File: src/rtl/scp_pkg.sv
// Shared widths, synchronizer bit positions and the shift-target decode
// for the serial configuration port.
package scp_pkg;
    localparam int FREQ_W = 20;
    localparam int ENH_W  = 8;

    // Bit positions inside the synchronizer bundle
    localparam int SYN_SCLK   = 0;
    localparam int SYN_SDATA  = 1;
    localparam int SYN_XFER   = 2;
    localparam int SYN_IMGSEL = 3;
    localparam int SYN_ENHWR  = 4;
    localparam int SYN_W      = 5;

    typedef enum logic [1:0] {
        TGT_PRIMARY = 2'd0,
        TGT_IMAGE   = 2'd1,
        TGT_ENHANCE = 2'd2
    } tgt_e;

    // Enhancement write has priority; otherwise image select picks the image.
    function automatic tgt_e pick_target(input logic enh_wr, input logic img_sel);
        if (enh_wr)       return TGT_ENHANCE;
        else if (img_sel) return TGT_IMAGE;
        else              return TGT_PRIMARY;
    endfunction
endpackage

File: src/rtl/scp_sync.sv
// Multi-stage level synchronizer for a bundle of asynchronous pins.
// Assumes each pin is stable for several clock cycles between changes.
// Every bit gets the same latency, so the bits stay aligned with one another.
module scp_sync #(
    parameter int W      = 5,
    parameter int STAGES = 2
) (
    input  logic         clk,
    input  logic         rst_n,
    input  logic [W-1:0] async_i,
    output logic [W-1:0] sync_o
);
    generate
        for (genvar b = 0; b < W; b++) begin : g_bit
            logic [STAGES-1:0] chain_q;
            // Move the pin level through the flop chain.
            always_ff @(posedge clk) begin
                if (!rst_n) chain_q <= '0;
                else        chain_q <= {chain_q[STAGES-2:0], async_i[b]};
            end
            assign sync_o[b] = chain_q[STAGES-1];
        end
    endgenerate
endmodule

File: src/rtl/scp_edge.sv
// Single-cycle edge pulse from a synchronized level.
// RISING selects which edge is detected (1 = rising, 0 = falling).
module scp_edge #(
    parameter bit RISING = 1'b1
) (
    input  logic clk,
    input  logic rst_n,
    input  logic lvl_i,
    output logic edge_o
);
    logic prev_q;

    // Remember last cycle's level.
    always_ff @(posedge clk) begin
        if (!rst_n) prev_q <= 1'b0;
        else        prev_q <= lvl_i;
    end

    generate
        if (RISING) begin : g_rise
            assign edge_o = lvl_i & ~prev_q;
        end else begin : g_fall
            assign edge_o = ~lvl_i & prev_q;
        end
    endgenerate
endmodule

File: src/rtl/scp_route.sv
// Turns one serial shift strobe into a shift enable for exactly one of
// the three registers, following the priority set by the control strobes.
// Assumes that the strobes are already synchronized and aligned with the strobe.
module scp_route
    import scp_pkg::*;
(
    input  logic shift_i,
    input  logic enh_wr_i,
    input  logic img_sel_i,
    output logic en_pri_o,
    output logic en_img_o,
    output logic en_enh_o
);
    tgt_e tgt;

    // Decode the target and gate it with the shift strobe.
    always_comb begin
        tgt      = pick_target(enh_wr_i, img_sel_i);
        en_pri_o = 1'b0;
        en_img_o = 1'b0;
        en_enh_o = 1'b0;
        unique case (tgt)
            TGT_ENHANCE: en_enh_o = shift_i;
            TGT_IMAGE:   en_img_o = shift_i;
            default:     en_pri_o = shift_i;
        endcase
    end
endmodule

File: src/rtl/scp_shreg.sv
// Right-shifting register with a parallel load. The serial bit enters at the
// MSB, so a word sent LSB first lines up with bit 0 after W shifts.
// The parallel load wins over a shift in the same cycle.
module scp_shreg #(
    parameter int W = 20
) (
    input  logic         clk,
    input  logic         rst_n,
    input  logic         load_i,
    input  logic [W-1:0] load_val_i,
    input  logic         shift_i,
    input  logic         sin_i,
    output logic [W-1:0] q_o
);
    logic [W-1:0] q;

    // Load, shift or hold the register.
    always_ff @(posedge clk) begin
        if (!rst_n)       q <= '0;
        else if (load_i)  q <= load_val_i;
        else if (shift_i) q <= {sin_i, q[W-1:1]};
    end

    assign q_o = q;


    shift_step_chk: assert property (@(posedge clk) disable iff (!rst_n)
        (shift_i && !load_i) |=> (q == {$past(sin_i), $past(q[W-1:1])}));


    idle_hold_chk: assert property (@(posedge clk) disable iff (!rst_n)
        (!shift_i && !load_i) |=> $stable(q));
endmodule

File: src/rtl/synth_cfg_port.sv
// Serial configuration port of a frequency synthesizer.
// The port samples the serial pins through synchronizers in the block-clock
// domain. It shifts bits into the working, image or enhancement register,
// and on a transfer edge it copies the working word into the holding
// register that drives the divider. It reads the image back on a falling
// serial-clock edge. Assumes that each serial-clock phase lasts at least
// five block-clock cycles.
module synth_cfg_port
    import scp_pkg::*;
#(
    parameter int FW        = FREQ_W,
    parameter int EW        = ENH_W,
    parameter int SYNC_STGS = 2
) (
    input  logic          clk,
    input  logic          rst_n,
    input  logic          sclk_i,
    input  logic          sdata_i,
    input  logic          xfer_i,
    input  logic          enh_wr_i,
    input  logic          img_sel_i,
    input  logic          enh_gate_n_i,
    input  logic          recall_i,
    output logic          sdata_o,
    output logic [FW-1:0] div_word_o,
    output logic [EW-1:0] enh_o
);
    logic [SYN_W-1:0] pins, syn;
    logic sclk_rise, sclk_fall, xfer_rise;
    logic en_pri, en_img, en_enh;
    logic [FW-1:0] pri_q, img_q, hold_q;
    logic [EW-1:0] enh_q;
    logic dout_q;

    assign pins = {enh_wr_i, img_sel_i, xfer_i, sdata_i, sclk_i};

    scp_sync #(.W(SYN_W), .STAGES(SYNC_STGS)) u_sync (
        .clk(clk), .rst_n(rst_n), .async_i(pins), .sync_o(syn));

    scp_edge #(.RISING(1'b1)) u_sclk_rise (
        .clk(clk), .rst_n(rst_n), .lvl_i(syn[SYN_SCLK]), .edge_o(sclk_rise));
    scp_edge #(.RISING(1'b0)) u_sclk_fall (
        .clk(clk), .rst_n(rst_n), .lvl_i(syn[SYN_SCLK]), .edge_o(sclk_fall));
    scp_edge #(.RISING(1'b1)) u_xfer_rise (
        .clk(clk), .rst_n(rst_n), .lvl_i(syn[SYN_XFER]), .edge_o(xfer_rise));

    scp_route u_route (
        .shift_i(sclk_rise), .enh_wr_i(syn[SYN_ENHWR]), .img_sel_i(syn[SYN_IMGSEL]),
        .en_pri_o(en_pri), .en_img_o(en_img), .en_enh_o(en_enh));

    scp_shreg #(.W(FW)) u_primary (
        .clk(clk), .rst_n(rst_n), .load_i(recall_i), .load_val_i(img_q),
        .shift_i(en_pri), .sin_i(syn[SYN_SDATA]), .q_o(pri_q));

    scp_shreg #(.W(FW)) u_image (
        .clk(clk), .rst_n(rst_n), .load_i(1'b0), .load_val_i('0),
        .shift_i(en_img), .sin_i(syn[SYN_SDATA]), .q_o(img_q));

    scp_shreg #(.W(EW)) u_enhance (
        .clk(clk), .rst_n(rst_n), .load_i(1'b0), .load_val_i('0),
        .shift_i(en_enh), .sin_i(syn[SYN_SDATA]), .q_o(enh_q));

    // Copy the working word into the holding register on a transfer edge.
    always_ff @(posedge clk) begin
        if (!rst_n)         hold_q <= '0;
        else if (xfer_rise) hold_q <= pri_q;
    end

    // Present image bit 0 on the readback pin at each falling serial edge.
    always_ff @(posedge clk) begin
        if (!rst_n)         dout_q <= 1'b0;
        else if (sclk_fall) dout_q <= img_q[0];
    end

    assign div_word_o = hold_q;
    assign sdata_o    = dout_q;
    assign enh_o      = enh_gate_n_i ? '0 : enh_q;


    xfer_copy_chk: assert property (@(posedge clk) disable iff (!rst_n)
        xfer_rise |=> (div_word_o == $past(pri_q)));


    hold_stable_chk: assert property (@(posedge clk) disable iff (!rst_n)
        !xfer_rise |=> $stable(div_word_o));


    dout_stable_chk: assert property (@(posedge clk) disable iff (!rst_n)
        !sclk_fall |=> $stable(sdata_o));


    recall_copy_chk: assert property (@(posedge clk) disable iff (!rst_n)
        recall_i |=> (pri_q == $past(img_q)));
endmodule

File: config.mk
export PLATFORM = sky130hd
export DESIGN_NAME = synth_cfg_port
export DESIGN_NICKNAME = d
export VERILOG_FILES = /design/src/rtl/scp_pkg.sv /design/src/rtl/scp_sync.sv /design/src/rtl/scp_edge.sv /design/src/rtl/scp_route.sv /design/src/rtl/scp_shreg.sv /design/src/rtl/synth_cfg_port.sv
export SDC_FILE = /design/constraint.sdc
export NUM_CORES = 1
export LEC_CHECK = 0
export CAP_MARGIN = 20
export CORE_ASPECT_RATIO = 0.9
export CORE_MARGIN = 8
export CORE_UTILIZATION = 53
export CTS_BUF_LIST = sky130_fd_sc_hd__clkbuf_16
export DETAILED_ROUTE_END_ITERATION = 12
export PLACE_DENSITY = 0.81
export SLEW_MARGIN = 20
export SYNTH_ARGS = -nofsm -noshare
export SYNTH_HDL_FRONTEND = slang
export SYNTH_SLANG_ARGS = --single-unit
File: constraint.sdc
create_clock -name clk -period 1.3 [get_ports clk]
set_input_delay 0.195 -clock clk [delete_from_list [all_inputs] [get_ports clk]]
set_output_delay 0.195 -clock clk [all_outputs]
set_load 0.05 [all_outputs]
==> impl_metrics.tcl <==
set metrics [dict create \
    crit_fanout 10 \
    grt_max_degree 82 \
    seqPwrFrac_pct 50.5 \
    rows 27 \
    setup_viol 0 \
    core_um2 6010 \
    critical_path_required_ns 1.52 \
    place.detailed.hpwl_mm 4.21 \
    fillCellCount 429 \
    grt_setup_unrepaired "true" \
    grt.overflow.total 0 \
    hold_violations 0 \
    arrival_ns 1.51 \
    ant_nets 0 \
    synth_ff_type "dfxtp_1" \
    yosys.area.top_type "dfxtp_1" \
    wire_per_inst_um 15.1 \
    netlist_area_um2 3230 \
    relSlewSlack_pct 70.8 \
    grt_pass1_vias 2421 \
    p_sw_mw 1.16 \
    grt_use_total_pct 15.1 \
    syn_avg_cell_area_um2 9.66 \
    grt_pass1_wl_mm 11.1 \
    firstDrtPassIters 5 \
    port_buffers 37 \
    fin_setup_tns_ns 0 \
    routabilityCongestion 0.704 \
    fin_ws_ns 0.00715 \
    yosysMostFrequentCell "dfxtp_1" \
    min_path_type "input port to register" \
    num_vias 2400 \
    synth_top_area_share_pct 50.3 \
    status "complete, no violations" \
    diodes 0 \
    die_w_um 98.3 \
    tightest_slew_ns 0.439 \
    critPathLaunchType "register" \
    final_util_pct 70.7 \
    areaGrowthSynthToFinish_pct 31.8 \
    critical_path_class "register to register" \
    combinationalPowerShare_pct 7.5 \
    dieArea_um2 8840 \
    clock_sinks 81 \
    synth_edf_count 0 \
    clk_pin_slew_worst_paths_ns 0.05 \
    drt_iter0_drc 110 \
    start_util_pct 53.7 \
    maxSlewViolCount 0 \
    via_per_inst 5.39 \
    ys_top_cells_by_count "81 x dfxtp_1, 80 x nand2_1, 40 x a21boi_1, 29 x mux2i_1, 20 x o211a_1" \
    ys_warn_count 0 \
    post-route-period-util_pct 99.4 \
    root_buffer "clkbuf_16" \
    htreeDepth 3 \
    antenna_found_initial 0 \
    max_freq_ghz 0.773 \
    die_h_um 90.0 \
    clkPwrFrac_pct 42.0 \
    drive_above_1_share_pct 19.3 \
    io-pin-count 38 \
    powerDensity_nw_per_um2 1210 \
    pre_cts_slack_ns -0.116 \
    ys_ff_latch 81 \
    cp-end-kind "register" \
    p_leak_nw 1.80 \
    insertion_delay_ns 0.33 \
    clk_path_buf_depth 2 \
    numCtsBuffers 9 \
    wl_mm 6.72 \
    seq_area_um2 1630 \
    drcViolationCount 0 \
    cts_tree "built" \
    multi_input_area_um2 1500 \
    intPower_mw 4.00 \
    ir_drop_mv 0.970 \
    ctsHoldBuffers 0 \
    yosys-top-cells-area "dfxtp_1 50%, a21boi_1 9.3%, nand2_1 9.3%" \
    ys_seq_area_share_pct 50.3 \
    fin_nets 378 \
    synthArstFlopShare_pct 0 \
    cap_violations 0 \
    syn_inst 334 \
    switching_share_pct 22.5 \
    synth.distinct_cells 19 \
    finalClockSkew_ns 0.00360 \
    min_period_ns 1.29 \
    syn-num-nets 343 \
]
layer usage:
layer	share of wire [%]	up-vias	track usage (%)
met5	0	-	0
met2	52	45	26.9
met3	5.7	9	6.70
li1	-	1198	-
met4	1.5	0	4.09
met1	41	1148	15.8
flip-flops by register name (all words and copies together) (netlist names):
| register | count |
|---|---|
| u_image.q_o | 20 |
| u_sclk_fall.prev_q | 1 |
| sdata_o | 1 |
| u_primary.q_o | 20 |
| u_xfer_rise.prev_q | 1 |
| div_word_o | 20 |
| u_enhance.q_o | 8 |
| u_sync.g_bit.chain_q | 10 |
power groups by stage:
| stage | sequential [mW] | clock (mW) | combinational (mW) |
|---|---|---|---|
| final | 2.61 | 2.17 | 0.385 |
| after global routing | 2.61 | 2.31 | 0.414 |
| after CTS | 2.60 | 2.20 | 0.370 |
| after detailed placement | 2.66 | 0 | 0.367 |
| after global placement | 2.65 | 0 | 0.358 |
| after floorplan | 2.67 | 0 | 0.223 |
area by class of cell:
class                   instances  share of cell area [%]
clock buffers                   9                    5.30
clock inverters                 6                   0.677
multi-input cells             228                    35.2
flip-flops and latches         81                    38.3
well taps                      72                    2.12
repair buffers                 49                    18.5
per-stage QoR:
stage / cell area [um^2] / hold WS [ns] / total power, mW / std cells
floorplan: 3230 / 0.322 / 2.90 / 334
global placement: 3940 / 0.418 / 3.01 / 427
detailed placement: 3940 / 0.420 / 3.02 / 427
CTS: 4210 / 0.304 / 5.18 / 442
global route: 4250 / 0.378 / 5.33 / 445
finish: 4250 / 0.350 / 5.16 / 445
logic make-up (layout without fill, tap and decap cells):
family,after synthesis,after routing,synth area share [%]
buffers and inverters,27,64,4.54
DFF,81,81,50.3
and+or+nand+nor,117,119,17.6
muxes,29,29,9.00
AOI/OAI and AO/OA,80,80,18.6
cells in the final DEF, fill, tap and decap left out, types with 9 or more instances in the layout:
| master | instances |
|---|---|
| nand2_1 | 80 |
| dfxtp_1 | 77 |
| a21boi_1 | 40 |
| buf_12 | 32 |
| mux2i_1 | 29 |
| o211a_1 | 20 |
| o21ai_1 | 18 |
| and2_1 | 12 |
| nor2b_1 | 11 |
| clkbuf_16 | 9 |
path summary, 6_finish.rpt:
check,start,end,slack (ns),cells past startpoint
setup reg to reg,u_sclk_fall.prev_q,u_primary.q_o[8],0.007,4
hold / removal,recall_i,u_primary.q_o[0],0.35,3
setup / recovery,u_sclk_fall.prev_q,u_primary.q_o[8],0.007,4
hold reg to reg,u_sync.g_bit[4].chain_q[0],u_sync.g_bit[4].chain_q[1],0.43,1
repair_timing:
item                                    4_1_cts  5_1_grt
endpoints found under the setup margin        8       22
gates cloned                                  0        2
setup buffers                                 0        1
gates resized for setup                       7       11
critical path: stages (launching register included):
cell and delay [ns]:
dfxtp_2 0.34, nor4b_4 0.39, buf_6 0.21, o21ai_1 0.09, o211a_1 0.14
No activity file was read; power rests on OpenSTA's default activity.
